$ cat src/rtl/pmu_pkg.sv
package pmu_pkg;
  localparam int ADDR_W = 6;
  localparam int DATA_W = 32;
  localparam int CYC_BIT = 31;
  localparam int STOP_LSB = 16;
  localparam int CNT_BASE = 16;
  localparam int SEL_BASE = 32;

  localparam logic [ADDR_W-1:0] A_CTRL    = 6'd0;
  localparam logic [ADDR_W-1:0] A_EN_SET  = 6'd1;
  localparam logic [ADDR_W-1:0] A_EN_CLR  = 6'd2;
  localparam logic [ADDR_W-1:0] A_OVF_SET = 6'd3;
  localparam logic [ADDR_W-1:0] A_OVF_CLR = 6'd4;
  localparam logic [ADDR_W-1:0] A_IRQ_SET = 6'd5;
  localparam logic [ADDR_W-1:0] A_IRQ_CLR = 6'd6;
  localparam logic [ADDR_W-1:0] A_CYC_LO  = 6'd8;
  localparam logic [ADDR_W-1:0] A_CYC_HI  = 6'd9;
  localparam logic [ADDR_W-1:0] A_CYC_CFG = 6'd10;
endpackage

$ cat src/rtl/pmu_evt_decode.sv
module pmu_evt_decode #(
  parameter int NUM_EVT = 16,
  parameter int SEL_W   = 10
) (
  input  logic [SEL_W-1:0]   sel_i,
  input  logic [NUM_EVT-1:0] evt_i,
  output logic               hit_o
);
  // code 0: none, code 1: every cycle, code k+2: event line k
  always_comb begin
    hit_o = (sel_i == SEL_W'(1));
    for (int k = 0; k < NUM_EVT; k++) begin
      if (sel_i == SEL_W'(k + 2)) hit_o = evt_i[k];
    end
  end
endmodule

$ cat src/rtl/pmu_evt_counter.sv
module pmu_evt_counter #(
  parameter int NUM_EVT = 16,
  parameter int SEL_W   = 10,
  parameter int CNT_W   = 32
) (
  input  logic               clk,
  input  logic               rst,
  input  logic [NUM_EVT-1:0] evt_i,
  input  logic               run_i,
  input  logic               clr_i,
  input  logic               cnt_we,
  input  logic               sel_we,
  input  logic [CNT_W-1:0]   wdata,
  input  logic [SEL_W-1:0]   sel_wdata,
  output logic [CNT_W-1:0]   cnt_o,
  output logic [SEL_W-1:0]   sel_o,
  output logic               wrap_o
);
  logic hit;
  logic inc;

  pmu_evt_decode #(.NUM_EVT(NUM_EVT), .SEL_W(SEL_W)) u_dec (
    .sel_i(sel_o), .evt_i(evt_i), .hit_o(hit)
  );

  assign inc    = run_i && hit;
  assign wrap_o = inc && (&cnt_o) && !cnt_we && !clr_i;

  always_ff @(posedge clk) begin
    if (rst) begin
      cnt_o <= '0;
      sel_o <= '0;
    end else begin
      if (sel_we) sel_o <= sel_wdata;
      if (clr_i)       cnt_o <= '0;
      else if (cnt_we) cnt_o <= wdata;
      else if (inc)    cnt_o <= cnt_o + CNT_W'(1);
    end
  end
endmodule

$ cat src/rtl/pmu_cycle_counter.sv
module pmu_cycle_counter #(
  parameter int NUM_EVT = 16,
  parameter int SEL_W   = 10,
  parameter int HALF_W  = 32
) (
  input  logic                clk,
  input  logic                rst,
  input  logic [NUM_EVT-1:0]  evt_i,
  input  logic                en_i,
  input  logic                clr_i,
  input  logic                lo_we,
  input  logic                hi_we,
  input  logic                cfg_we,
  input  logic [HALF_W-1:0]   wdata,
  input  logic [SEL_W-1:0]    start_wdata,
  input  logic [SEL_W-1:0]    stop_wdata,
  output logic [2*HALF_W-1:0] cyc_o,
  output logic [SEL_W-1:0]    start_o,
  output logic [SEL_W-1:0]    stop_o,
  output logic                wrap_o
);
  localparam int CYC_W = 2 * HALF_W;

  logic start_hit, stop_hit, run, inc;

  pmu_evt_decode #(.NUM_EVT(NUM_EVT), .SEL_W(SEL_W)) u_start (
    .sel_i(start_o), .evt_i(evt_i), .hit_o(start_hit)
  );
  pmu_evt_decode #(.NUM_EVT(NUM_EVT), .SEL_W(SEL_W)) u_stop (
    .sel_i(stop_o), .evt_i(evt_i), .hit_o(stop_hit)
  );

  assign inc    = en_i && run;
  assign wrap_o = inc && (&cyc_o) && !clr_i && !lo_we && !hi_we;

  always_ff @(posedge clk) begin
    if (rst) begin
      run     <= 1'b0;
      start_o <= '0;
      stop_o  <= '0;
    end else begin
      if (stop_hit)       run <= 1'b0;
      else if (start_hit) run <= 1'b1;
      if (cfg_we) begin
        start_o <= start_wdata;
        stop_o  <= stop_wdata;
      end
    end
  end

  always_ff @(posedge clk) begin
    if (rst || clr_i)  cyc_o <= '0;
    else if (lo_we)    cyc_o[HALF_W-1:0] <= wdata;
    else if (hi_we)    cyc_o[CYC_W-1:HALF_W] <= wdata;
    else if (inc)      cyc_o <= cyc_o + CYC_W'(1);
  end
endmodule

$ cat src/rtl/perf_monitor.sv
module perf_monitor
  import pmu_pkg::*;
#(
  parameter int NUM_CNT = 4,
  parameter int CNT_W   = 32,
  parameter int NUM_EVT = 16,
  parameter int SEL_W   = 10
) (
  input  logic               clk,
  input  logic               rst,
  input  logic               reg_wr,
  input  logic [5:0]         reg_addr,
  input  logic [31:0]        reg_wdata,
  output logic [31:0]        reg_rdata,
  input  logic [NUM_EVT-1:0] evt_i,
  output logic               irq_o
);
  localparam int MW    = NUM_CNT + 1;   // mask bits: counters then cycle
  localparam int CYC_W = 2 * DATA_W;

  logic             glb_en;
  logic [MW-1:0]    en_q, ovf_q, irqen_q;
  logic [MW-1:0]    wrap;
  logic [CNT_W-1:0] cnt_v [NUM_CNT];
  logic [SEL_W-1:0] sel_v [NUM_CNT];
  logic [NUM_CNT*CNT_W-1:0] cnt_flat;
  logic [NUM_CNT-1:0] cnt_we, sel_we;
  logic [CYC_W-1:0] cyc_v;
  logic [SEL_W-1:0] cfg_start, cfg_stop;
  logic             ev_clr, cyc_clr;
  logic [MW-1:0]    wmask;
  logic [DATA_W-1:0] rd_mux;

  function automatic logic [DATA_W-1:0] mask2word(input logic [MW-1:0] m);
    logic [DATA_W-1:0] w;
    w = '0;
    w[NUM_CNT-1:0] = m[NUM_CNT-1:0];
    w[CYC_BIT]     = m[NUM_CNT];
    return w;
  endfunction

  assign wmask   = {reg_wdata[CYC_BIT], reg_wdata[NUM_CNT-1:0]};
  assign ev_clr  = reg_wr && reg_addr == A_CTRL && reg_wdata[1];
  assign cyc_clr = reg_wr && reg_addr == A_CTRL && reg_wdata[2];

  for (genvar g = 0; g < NUM_CNT; g++) begin : g_cnt
    assign cnt_we[g] = reg_wr && reg_addr == ADDR_W'(CNT_BASE + g);
    assign sel_we[g] = reg_wr && reg_addr == ADDR_W'(SEL_BASE + g);
    pmu_evt_counter #(.NUM_EVT(NUM_EVT), .SEL_W(SEL_W), .CNT_W(CNT_W)) u_cnt (
      .clk(clk), .rst(rst), .evt_i(evt_i),
      .run_i(glb_en && en_q[g]), .clr_i(ev_clr),
      .cnt_we(cnt_we[g]), .sel_we(sel_we[g]),
      .wdata(reg_wdata[CNT_W-1:0]), .sel_wdata(reg_wdata[SEL_W-1:0]),
      .cnt_o(cnt_v[g]), .sel_o(sel_v[g]), .wrap_o(wrap[g])
    );
    assign cnt_flat[g*CNT_W +: CNT_W] = cnt_v[g];
  end

  pmu_cycle_counter #(.NUM_EVT(NUM_EVT), .SEL_W(SEL_W), .HALF_W(DATA_W)) u_cyc (
    .clk(clk), .rst(rst), .evt_i(evt_i),
    .en_i(glb_en && en_q[NUM_CNT]), .clr_i(cyc_clr),
    .lo_we(reg_wr && reg_addr == A_CYC_LO),
    .hi_we(reg_wr && reg_addr == A_CYC_HI),
    .cfg_we(reg_wr && reg_addr == A_CYC_CFG),
    .wdata(reg_wdata),
    .start_wdata(reg_wdata[SEL_W-1:0]),
    .stop_wdata(reg_wdata[STOP_LSB +: SEL_W]),
    .cyc_o(cyc_v), .start_o(cfg_start), .stop_o(cfg_stop),
    .wrap_o(wrap[NUM_CNT])
  );

  // control and mask registers
  always_ff @(posedge clk) begin
    if (rst) begin
      glb_en  <= 1'b0;
      en_q    <= '0;
      ovf_q   <= '0;
      irqen_q <= '0;
      irq_o   <= 1'b0;
    end else begin
      if (reg_wr && reg_addr == A_CTRL) glb_en <= reg_wdata[0];
      if (reg_wr && reg_addr == A_EN_SET)  en_q <= en_q | wmask;
      if (reg_wr && reg_addr == A_EN_CLR)  en_q <= en_q & ~wmask;
      if (reg_wr && reg_addr == A_IRQ_SET) irqen_q <= irqen_q | wmask;
      if (reg_wr && reg_addr == A_IRQ_CLR) irqen_q <= irqen_q & ~wmask;
      if (reg_wr && reg_addr == A_OVF_SET)      ovf_q <= ovf_q | wmask | wrap;
      else if (reg_wr && reg_addr == A_OVF_CLR) ovf_q <= (ovf_q & ~wmask) | wrap;
      else                                      ovf_q <= ovf_q | wrap;
      irq_o <= |(ovf_q & irqen_q);
    end
  end

  // read path
  always_comb begin
    rd_mux = '0;
    case (reg_addr)
      A_CTRL:               rd_mux[0] = glb_en;
      A_EN_SET, A_EN_CLR:   rd_mux = mask2word(en_q);
      A_OVF_SET, A_OVF_CLR: rd_mux = mask2word(ovf_q);
      A_IRQ_SET, A_IRQ_CLR: rd_mux = mask2word(irqen_q);
      A_CYC_LO:             rd_mux = cyc_v[DATA_W-1:0];
      A_CYC_HI:             rd_mux = cyc_v[CYC_W-1:DATA_W];
      A_CYC_CFG: begin
        rd_mux[SEL_W-1:0]         = cfg_start;
        rd_mux[STOP_LSB +: SEL_W] = cfg_stop;
      end
      default: ;
    endcase
    for (int k = 0; k < NUM_CNT; k++) begin
      if (reg_addr == ADDR_W'(CNT_BASE + k)) rd_mux[CNT_W-1:0] = cnt_v[k];
      if (reg_addr == ADDR_W'(SEL_BASE + k)) rd_mux[SEL_W-1:0] = sel_v[k];
    end
  end

  always_ff @(posedge clk) begin
    if (rst) reg_rdata <= '0;
    else     reg_rdata <= rd_mux;
  end
endmodule

$ cat config.mk
export PLATFORM = sky130hd
export DESIGN_NAME = perf_monitor
export DESIGN_NICKNAME = d
export VERILOG_FILES = /design/src/rtl/pmu_pkg.sv /design/src/rtl/pmu_evt_decode.sv /design/src/rtl/pmu_evt_counter.sv /design/src/rtl/pmu_cycle_counter.sv /design/src/rtl/perf_monitor.sv
export SDC_FILE = /design/constraint.sdc
export NUM_CORES = 1
export LEC_CHECK = 0
export CAP_MARGIN = 5
export CORE_MARGIN = 1.5
export CORE_UTILIZATION = 50
export CTS_CLUSTER_SIZE = 16
export DETAILED_ROUTE_END_ITERATION = 7
export HOLD_SLACK_MARGIN = 0.15
export PLACE_DENSITY = 0.73
export SYNTH_ARGS = -nofsm -noshare
export SYNTH_HDL_FRONTEND = slang
export SYNTH_SLANG_ARGS = --single-unit
$ cat constraint.sdc
create_clock -name clk -period 2.5 [get_ports clk]
set_input_delay 0.375 -clock clk [delete_from_list [all_inputs] [get_ports clk]]
set_output_delay 0.375 -clock clk [all_outputs]
set_load 0.02 [all_outputs]
After elaboration in Yosys (flattened, before gate mapping)
Cells that the tools add are included.
- bits of input ports: 57
- output and inout bits: 33
- logic and storage cells: 360
- flip-flop bits (word level): 302
- reductions and logical operators: 77
- equality and inequality tests: 120
- muxes and demuxes: 127
- add/subtract/negate cells: 5
- bitwise gates (word level): 12
- operator list (kind ; count):
    $eq A10 B4 Y1 const B ; 48
    $mux W32 ; 15
    $eq A10 B3 Y1 const B ; 24
    $add A32 B1 Y32 const B ; 4
    $reduce_and A32 Y1 ; 4
    $eq A10 B2 Y1 const B ; 12
    $eq A10 B5 Y1 const B ; 12
    $mux W1 ; 96
    $add A64 B1 Y64 const B ; 1
    $mux W64 ; 1
    $reduce_and A64 Y1 ; 1
    $eq A10 B1 Y1 const B ; 6
    $pmux W9 S6 ; 1
    $logic_and A1 B1 Y1 ; 46
    $mux W10 ; 4
    $mux W5 ; 6
    $or A5 B5 Y5 ; 6
    $pmux W10 S3 ; 1
    $pmux W6 S5 ; 1
    $eq A6 B5 Y1 const B ; 4
    $eq A6 B6 Y1 const B ; 4
    $and A5 B5 Y5 ; 4
    $eq A6 B3 Y1 const B ; 3
    $eq A6 B4 Y1 const B ; 3
    14 further kinds ; 34

Depth between registers and ports, before layout
Gate-level depths: netlist of the first run.
- depth after elaboration: 24
- gate-level depth with buffers: 10
- depth with buffers taken out: 9

Hierarchy
A second synthesis of the first run with hierarchy kept.
- cell total of the unflattened synthesis: 2382
- area total of the unflattened synthesis: 18856.8 µm²
- modules (own cells, without submodules) (module ; area each (µm²) ; instances ; cells each ; seq. area each (µm²)):
    pmu_evt_counter (g_cnt[0].u_cnt ...) ; 2083.2 ; 3 ; 244 ; 840.8
    pmu_cycle_counter ; 4901.0 ; 1 ; 633 ; 1701.6
    perf_monitor ; 3971.3 ; 1 ; 508 ; 980.9
    pmu_evt_counter (g_cnt[3].u_cnt) ; 2188.3 ; 1 ; 263 ; 840.8
    pmu_evt_decode ; 257.7 ; 6 ; 41 ; 0.0

Worst setup path after synthesis of the first run
Ideal clock, no wire load.
- kind: register to register
- start point: register u_cyc.cyc_o[0]
- end point: register u_cyc.cyc_o[56]
- clock period less this slack: 2.457 ns
- stages on the path, launching flop included: 10
- buffers on the path: 0
- arrival time: 2.372 ns
- library setup time: 0.086 ns
- path slack: 0.043 ns
- path through: dfxtp_1 > ha_1 > nand3_2 > or3_4 > nor4_4 > nand4_4 > nand2b_4 > nor3_4 > xnor2_1 > a211oi_1
- cells in the longest elaborated chain, start to end: 3
- RTL lines (item ; line ; text):
    start: declaration ; pmu_cycle_counter.sv:17 ; output logic [2*HALF_W-1:0] cyc_o,
    start signal: indexed assignment ; pmu_cycle_counter.sv:53 ; else if (lo_we) cyc_o[HALF_W-1:0] <= wdata;
    start signal: indexed assignment ; pmu_cycle_counter.sv:54 ; else if (hi_we) cyc_o[CYC_W-1:HALF_W] <= wdata;
    start signal: assignment ; pmu_cycle_counter.sv:55 ; else if (inc) cyc_o <= cyc_o + CYC_W'(1);
    $add A64 B1 Y64 ; pmu_cycle_counter.sv:55 ;
    $mux W64 ; pmu_cycle_counter.sv:55 ;
    $mux W32 ; pmu_cycle_counter.sv:54 ;
Every way passes these cells. The select of a mux whose other input is x is not followed.
A chain may end at the register's enable or synchronous reset.

Final worst setup path of the first run
- start point: register g_cnt[1].u_cnt.sel_o[6]
- end point: register g_cnt[1].u_cnt.cnt_o[16]
- cells in the longest elaborated chain, start to end: 19
- elaborated cells on any way between the ends: 35
- classes of those cells: eq/ne: 17; mux: 16; reduce/logical: 2
- RTL lines (item ; line ; text):
    start: declaration ; pmu_evt_counter.sv:16 ; output logic [SEL_W-1:0] sel_o,
    start signal: assignment ; pmu_evt_counter.sv:34 ; if (sel_we) sel_o <= sel_wdata;
    $eq A10 B1 Y1 / $eq A10 B2 Y1 (equally long branches) ; pmu_evt_decode.sv:11, pmu_evt_decode.sv:13 ;
    $mux W1 (15 in a row) ; pmu_evt_decode.sv:13 ; if (sel_i == SEL_W'(k + 2)) hit_o = evt_i[k];
    $mux W1 (*) ; pmu_evt_decode.sv:13 ;
    $logic_and A1 B1 Y1 (*) ; pmu_evt_counter.sv:26 ; assign inc = run_i && hit;
    $reduce_bool A2 Y1 (no source line) (*) ; - ;
    end signal: assignment ; pmu_evt_counter.sv:36 ; else if (cnt_we) cnt_o <= wdata;
    end signal: assignment ; pmu_evt_counter.sv:37 ; else if (inc) cnt_o <= cnt_o + CNT_W'(1);
    end: declaration ; pmu_evt_counter.sv:15 ; output logic [CNT_W-1:0] cnt_o,
Every way passes the cells marked *; elsewhere a longest branch is shown, timed or not.

==> results.py, run 1 <==
metrics = {
    "run_status": {
        "status": "complete, but fails checks",
        "violations": "DRC, setup timing",
    },
    "logic_synthesis": {
        "synthDistinctLibCells": 81,
        "synth_simple_gate_area_share_pct": 25.9,
        "netlist_instances": 2265,
        "yosysWarnings": 0,
        "ys_ff_latch": 302,
        "synthArstFlopShare_pct": 0,
        "dominantRegCellSynth": "dfxtp_1",
        "syn-cell-area_mm2": 0.0171,
        "synth_compound_area_share_pct": 23.7,
        "synth_top_family_by_area": "simple AND/OR/NAND/NOR gates",
        "synthXorXnorAreaFrac_pct": 7.67,
        "yosysSeqAreaShare_pct": 35.3,
        "synthesis.nets": 2327,
        "avgSynthCellArea_um2": 7.57,
        "synth_enable_flop_cells": 0,
        "synthMuxAreaShare_pct": 2.69,
        "synthAdderAreaFrac_pct": 0.365,
    },
    "placement": {
        "place_area_mm2": 0.0205,
        "hpwlAfterDp_mm": 49.4,
        "gp_congestion": 1.01,
        "numPortBuffers": 89,
        "dp_slack_ns": -0.514,
    },
    "worst_setup_path": {
        "cp.required_ns": 2.91,
        "cp_slowest_stage_delay_ns": 0.55,
        "r2r-start": "g_cnt[1].u_cnt.sel_o[6]",
        "worstSetupStartpointType": "flop",
        "crit_path_top_delay_cell": "or4_4",
        "path_max_fanout": 7,
        "path_class": "reg2reg",
        "endpoint_kind": "flop",
        "arrival_ns": 2.92,
        "crit_chain": "or4_4 > nor4_4 > nand2_1 > nor4_2 > buf_4 > o2111ai_2 > buf_6 > or3_4 > xor2_1 > o21ai_1",
        "crit_path_start": "g_cnt[1].u_cnt.sel_o[6]",
    },
    "power_and_ir_drop": {
        "total_power_mw": 11.1,
        "pwr_density_cell_mw_per_mm2": 501,
        "max-vdd-ir-drop_uv": 614,
        "static-leakage-power_nw": 7.68,
    },
    "final_layout": {
        "final_common_cell": "dfxtp_1",
        "post-route-cell-area_mm2": 0.0221,
        "num_antenna_cells": 0,
        "fin_nets": 2597,
        "drive_above_1_share_pct": 18.8,
        "fillers": 2846,
        "multi_input_area_mm2": 0.0107,
        "layout_common_cells": "dfxtp_1 (285), buf_4 (284), nand2_1 (279)",
        "final-seq-area_mm2": 0.00608,
        "area_growth_pct": 29.2,
    },
    "global_route": {
        "grt_max_degree": 56,
        "antenna_found_initial": 0,
        "grt_pass1_vias": 17500,
        "overflow": 0,
        "grt.total_usage_pct": 36.8,
        "grt_pass1_wl_mm": 102,
    },
    "cts": {
        "clock-sinks": 302,
        "htreeDepth": 2,
        "clk_latency_ns": 0.53,
        "clkTransAtPathRegs_ns": 0.06,
        "cts_tree": "built",
        "cts-root-buf": "clkbuf_16",
        "cts_buffer_depth": 3,
        "cts_made_buffers": 36,
        "ctsHoldBuffers": 0,
    },
    "sta": {
        "fin_crit_sh_pct": 100,
        "setup-violations-final": 1,
        "rsz0062_at_grt": "yes",
        "worst_slack_ns": -0.0109,
        "max_clock_freq_mhz": 398,
        "fin_setup_tns_ns": -0.0109,
        "slew_viol_final": 0,
        "worst_slew_margin_rel_pct": 39.9,
        "clock-skew-final_ns": 0.0223,
        "min_period_ns": 2.51,
        "hold_viol": 0,
        "tightestPinTransition_ns": 0.898,
    },
    "routing": {
        "drc": 2,
        "drt-initial-drc-count": 2304,
        "vias": 19000,
        "detail_route.wl_per_cell_um": 22.4,
        "drt_pre_antenna_iters": 8,
        "drt_wl_total_mm": 67.3,
        "drt-vias-per-instance": 6.32,
        "postRouteAntennaNets": 0,
    },
    "worst_hold_path": {
        "min_path_type": "in2reg",
        "worstHoldStart": "rst",
    },
    "floorplan": {
        "die-area_mm2": 0.0354,
        "die_height_um": 188,
        "die_w_um": 188,
        "rows": 67,
        "core_area_mm2": 0.0336,
        "start_util_pct": 51.0,
        "num_io_pins": 90,
    },
    "flow_run": {
        "cap_violations": 0,
    },
}
## cells in the mapped netlist (5+ instances only)
| master | n | share of area, % |
|---|---|---|
| a31oi_1 | 30 | 1.1 |
| and2_1 | 12 | 0.44 |
| dfxtp_1 | 302 | 35 |
| o2111ai_1 | 6 | 0.31 |
| nand2b_1 | 16 | 0.58 |
| nand3b_1 | 8 | 0.35 |
| inv_1 | 31 | 0.68 |
| a211oi_1 | 55 | 2.4 |
| ha_1 | 5 | 0.37 |
| nand3_1 | 126 | 3.7 |
| a22oi_1 | 80 | 3.5 |
| nand2_1 | 284 | 6.2 |
| and3_1 | 31 | 1.1 |
| a222oi_1 | 9 | 0.53 |
| nor4_1 | 12 | 0.44 |
| or4_1 | 9 | 0.39 |
| nand4_1 | 41 | 1.5 |
| xor2_1 | 50 | 2.6 |
| a21oi_1 | 231 | 6.7 |
| nor4b_1 | 6 | 0.31 |
| or2_2 | 7 | 0.26 |
| nor3b_1 | 9 | 0.39 |
| o211ai_1 | 6 | 0.26 |
| buf_1 | 8 | 0.18 |
| nor2_1 | 206 | 4.5 |
| a221oi_1 | 28 | 1.4 |
| or3_1 | 5 | 0.18 |
| mux2i_1 | 37 | 2.2 |
| clkbuf_1 | 145 | 3.2 |
| nor3_1 | 74 | 2.2 |
| o21ai_0 | 168 | 4.9 |
| buf_2 | 14 | 0.41 |
| nor2b_1 | 9 | 0.33 |
| and4_1 | 14 | 0.72 |
| xnor2_1 | 100 | 5.1 |
## flip-flops by register name (all words and copies together) (netlist names), 5 cells and up, named ones only
signal,flops
g_cnt.u_cnt.cnt_o,128
g_cnt.u_cnt.sel_o,40
ovf_q,5
reg_rdata,32
u_cyc.cyc_o,64
u_cyc.start_o,10
u_cyc.stop_o,10
## cells by family (layout without fill, tap and decap cells)
kind of cell	count (synthesis)	count (layout)
and+or+nand+nor	906	906
AOI/OAI and AO/OA	661	661
buffers and inverters	198	493
adders and majority gates	5	5
xor gates and xnor gates	150	150
muxes	43	43
DFF	302	302
## path summary, 6_finish.rpt
kind / endpoint / slack [ns] / cells past startpoint
worst max-delay path: g_cnt[1].u_cnt.cnt_o[16] / -0.01 / 10
worst min-delay path: ovf_q[4] / 0.35 / 2
worst max register to register: g_cnt[1].u_cnt.cnt_o[16] / -0.01 / 10
worst min register to register: u_cyc.stop_o[9] / 0.48 / 2
## area by class of cell
class                   instances  share of cell area (%)
multi-input cells            1765                    48.1
flip-flops and latches        302                    27.5
repair buffers                399                    15.9
clock buffers                  53                    4.82
well taps                     448                    2.53
clock inverters                10                   0.661
inverters                      31                   0.526
## critical path: cells and delay by family (launching register included)
family | cells | cell delay [ns]
buffers and inverters | 2 | 0.35
xor gates and xnor gates | 1 | 0.15
AOI/OAI and AO/OA | 2 | 0.21
and+or+nand+nor | 5 | 1.38
DFF | 1 | 0.32
## power by group
part           switching [mW]  total (mW)  internal (mW)  leakage (nW)
Combinational           0.479       0.775          0.295          4.64
Sequential             0.0422        4.88           4.84          2.44
Clock                    2.15        5.42           3.28         0.592
Total                    2.67        11.1           8.42          7.68
## metrics by stage
stage                     utilization (%)  hold slack [ns]  cells
after floorplan                         -            0.441   2265
after global placement               61.0            0.456   2937
after detailed placement             61.0            0.459   2937
after CTS                            64.8            0.357   3000
after global routing                 65.8            0.382   3008
final                                65.8            0.349   3008
## what timing repair did
item                                    4_1_cts  5_1_grt
resized for setup                            14       79
setup buffers                                 0        8
hold endpoints to repair                      0        0
endpoints found under the setup margin       51       88
pin swaps                                     3       22
## routing by layer
layer	up-vias	track usage (%)	routed length, µm
met4	0	14.5	2730
li1	8757	-	-
met3	191	7.64	7370
met1	9002	50.4	27800
met2	1059	56.6	29400
met5	-	0	0
No activity file was read; power rests on OpenSTA's default activity.
==> run 2, diff against run 1 <==
--- a/config.mk
+++ b/config.mk
@@ -11,7 +11,7 @@
 export CTS_CLUSTER_SIZE = 16
 export DETAILED_ROUTE_END_ITERATION = 7
 export HOLD_SLACK_MARGIN = 0.15
-export PLACE_DENSITY = 0.73
+export PLACE_DENSITY = 0.7
 export SYNTH_ARGS = -nofsm -noshare
 export SYNTH_HDL_FRONTEND = slang
 export SYNTH_SLANG_ARGS = --single-unit
==> constraint.sdc (replaced) <==
create_clock -name clk -period 3.09 [get_ports clk]
set_input_delay 0.4635 -clock clk [delete_from_list [all_inputs] [get_ports clk]]
set_output_delay 0.4635 -clock clk [all_outputs]
set_load 0.02 [all_outputs]
==> run 2 against run 1 <==
  * The run now ends clean
  * Routed wire length decreased by 4.4%
  * Non-clock buffer count decreased by 163
  * Sequential cell count unchanged
  * Sequential share of layout area increased by 2.1 points
  * Clock skew decreased by 0.0033 ns
  * Combinational power decreased by 27%
  * Cell count decreased by 5.4%
==> results.py, run 2 (synthesized netlist as in run 1, its figures left out) <==
metrics = {
    "cts": {
        "clock-sinks": 302,
        "cts_setup_buffers": 0,
        "cts_buffer_depth": 3,
        "htreeDepth": 2,
        "ctsHoldBuffers": 0,
        "cts_made_buffers": 35,
        "cts_tree": "built",
        "clk_latency_ns": 0.54,
        "cts_resized": 0,
        "cts-root-buf": "clkbuf_16",
        "clkTransAtPathRegs_ns": 0.06,
    },
    "worst_hold_path": {
        "worstHoldStart": "rst",
        "min_path_type": "in2reg",
        "min_path_cells": 2,
        "min_to": "ovf_q[4]",
    },
    "run_status": {
        "status": "complete, no violations",
    },
    "worst_setup_path": {
        "path_class": "reg2reg",
        "r2r_setup_slack_ns": 0.25,
        "r2r-start": "g_cnt[0].u_cnt.sel_o[2]",
        "path_max_fanout": 12,
        "arrival_ns": 3.30,
        "endpoint_kind": "flop",
        "cp.required_ns": 3.55,
        "reg2reg_depth": 9,
        "regToRegEndpoint": "g_cnt[0].u_cnt.cnt_o[26]",
        "worstSetupStartpointType": "flop",
    },
    "global_route": {
        "overflow": 0,
        "grt_pass1_vias": 16900,
        "antenna_found_initial": 1,
        "grt_pass1_wl_mm": 98.7,
        "grt_max_degree": 73,
        "grt.total_usage_pct": 35.9,
    },
    "routing": {
        "detail_route.wl_per_cell_um": 22.6,
        "drt-vias-per-instance": 6.42,
        "drt-initial-drc-count": 2289,
        "drc": 0,
        "vias": 18300,
        "drt_pre_antenna_iters": 8,
        "postRouteAntennaNets": 0,
        "drt_wl_total_mm": 64.4,
    },
    "floorplan": {
        "num_io_pins": 90,
        "core_area_mm2": 0.0336,
        "die-area_mm2": 0.0354,
        "rows": 67,
        "die_height_um": 188,
        "die_w_um": 188,
        "start_util_pct": 51.0,
    },
    "final_layout": {
        "layout_common_cells": "dfxtp_1 (302), nand2_1 (280), a21oi_1 (230)",
        "fillers": 3040,
        "drive_above_1_share_pct": 10.8,
        "fin_nets": 2433,
        "regMostFlops": "g_cnt.u_cnt.cnt_o",
        "largest_register_ffs": 128,
        "final_cells": 2845,
        "area_growth_pct": 19.2,
        "final-seq-area_mm2": 0.00605,
        "final_common_cell": "dfxtp_1",
        "multi_input_area_mm2": 0.0104,
        "post-route-cell-area_mm2": 0.0204,
        "reg_top3": "g_cnt.u_cnt.cnt_o x128, u_cyc.cyc_o x64, g_cnt.u_cnt.sel_o x40",
        "num_antenna_cells": 0,
    },
    "sta": {
        "max_clock_freq_mhz": 352,
        "clock-skew-final_ns": 0.0190,
        "worst_slack_ns": 0.250,
        "min_period_ns": 2.84,
        "fin_crit_sh_pct": 91.9,
        "rsz0062_at_grt": "no",
        "setup-violations-final": 0,
        "worst_slew_margin_rel_pct": 32.9,
        "hold_viol": 0,
        "tightestPinTransition_ns": 1.00,
        "slew_viol_final": 0,
    },
    "placement": {
        "hpwlAfterDp_mm": 47.1,
        "place_area_mm2": 0.0192,
        "place_inst": 2782,
        "dp_slack_ns": -0.0469,
        "gp_congestion": 0.994,
        "numPortBuffers": 89,
    },
    "power_and_ir_drop": {
        "static-leakage-power_nw": 6.66,
        "pwr_density_cell_mw_per_mm2": 436,
        "max-vdd-ir-drop_uv": 474,
    },
    "flow_run": {
        "cap_violations": 0,
    },
}
run 2: metal layers:
metal	routed length [µm]	global-route usage, %	share of wire (%)	vias to the layer above
li1	-	-	-	8426
met1	27000	49.7	42	8678
met2	27500	53.7	43	999
met3	7170	8.07	11	175
met4	2690	14.9	4.2	0
met5	0	0	0	-
run 2: worst max path at each step:
stage / endpoint / slack [ns] / cells past startpoint / from
final: g_cnt[0].u_cnt.cnt_o[26] / 0.25 / 9 / g_cnt[0].u_cnt.sel_o[2]
after global routing: g_cnt[0].u_cnt.cnt_o[26] / 0.11 / 9 / g_cnt[0].u_cnt.sel_o[2]
after global placement: g_cnt[3].u_cnt.cnt_o[11] / 0.03 / 10 / evt_i[6]
after CTS: g_cnt[0].u_cnt.cnt_o[26] / 0.31 / 9 / g_cnt[0].u_cnt.sel_o[2]
after floorplan: u_cyc.cyc_o[21] / 0.60 / 9 / reg_addr[2]
after detailed placement: u_cyc.cyc_o[21] / -0.05 / 11 / reg_addr[2]
run 2: layout make-up:
class,count,share of cell area (%)
clock buffers,48,4.92
clock inverters,15,0.974
inverters,31,0.570
multi-input cells,1765,50.7
flip-flops and latches,302,29.6
well taps,448,2.74
repair buffers,236,10.5
run 2: critical path, stage by stage (launching register included):
cell and delay, ns:
dfxtp_1 0.62, mux2i_1 0.16, a22o_1 0.25, a2111oi_0 0.41, nor3_1 0.13, buf_4 0.17, nand4bb_1 0.18, buf_4 0.20
or4_1 0.47, a31oi_1 0.17
run 2: where the power goes:
| group | switching [mW] | internal [mW] | leakage (nW) |
|---|---|---|---|
| logic | 0.365 | 0.199 | 3.64 |
| registers | 0.0374 | 3.92 | 2.43 |
| clock network | 1.77 | 2.63 | 0.590 |
| total | 2.17 | 6.75 | 6.66 |
run 2: through the flow:
| stage | hold slack (ns) | total power, mW | setup TNS (ns) | utilization [%] |
|---|---|---|---|---|
| 2_1_floorplan | 0.441 | 4.26 | 0 | - |
| 3_3_place_gp | 0.455 | 4.58 | 0 | 57.2 |
| 3_5_place_dp | 0.464 | 4.58 | -0.0746 | 57.2 |
| 4_1_cts | 0.395 | 8.92 | 0 | 60.8 |
| 5_1_grt | 0.409 | 9.13 | 0 | 60.8 |
| 6_report | 0.405 | 8.92 | 0 | 60.8 |
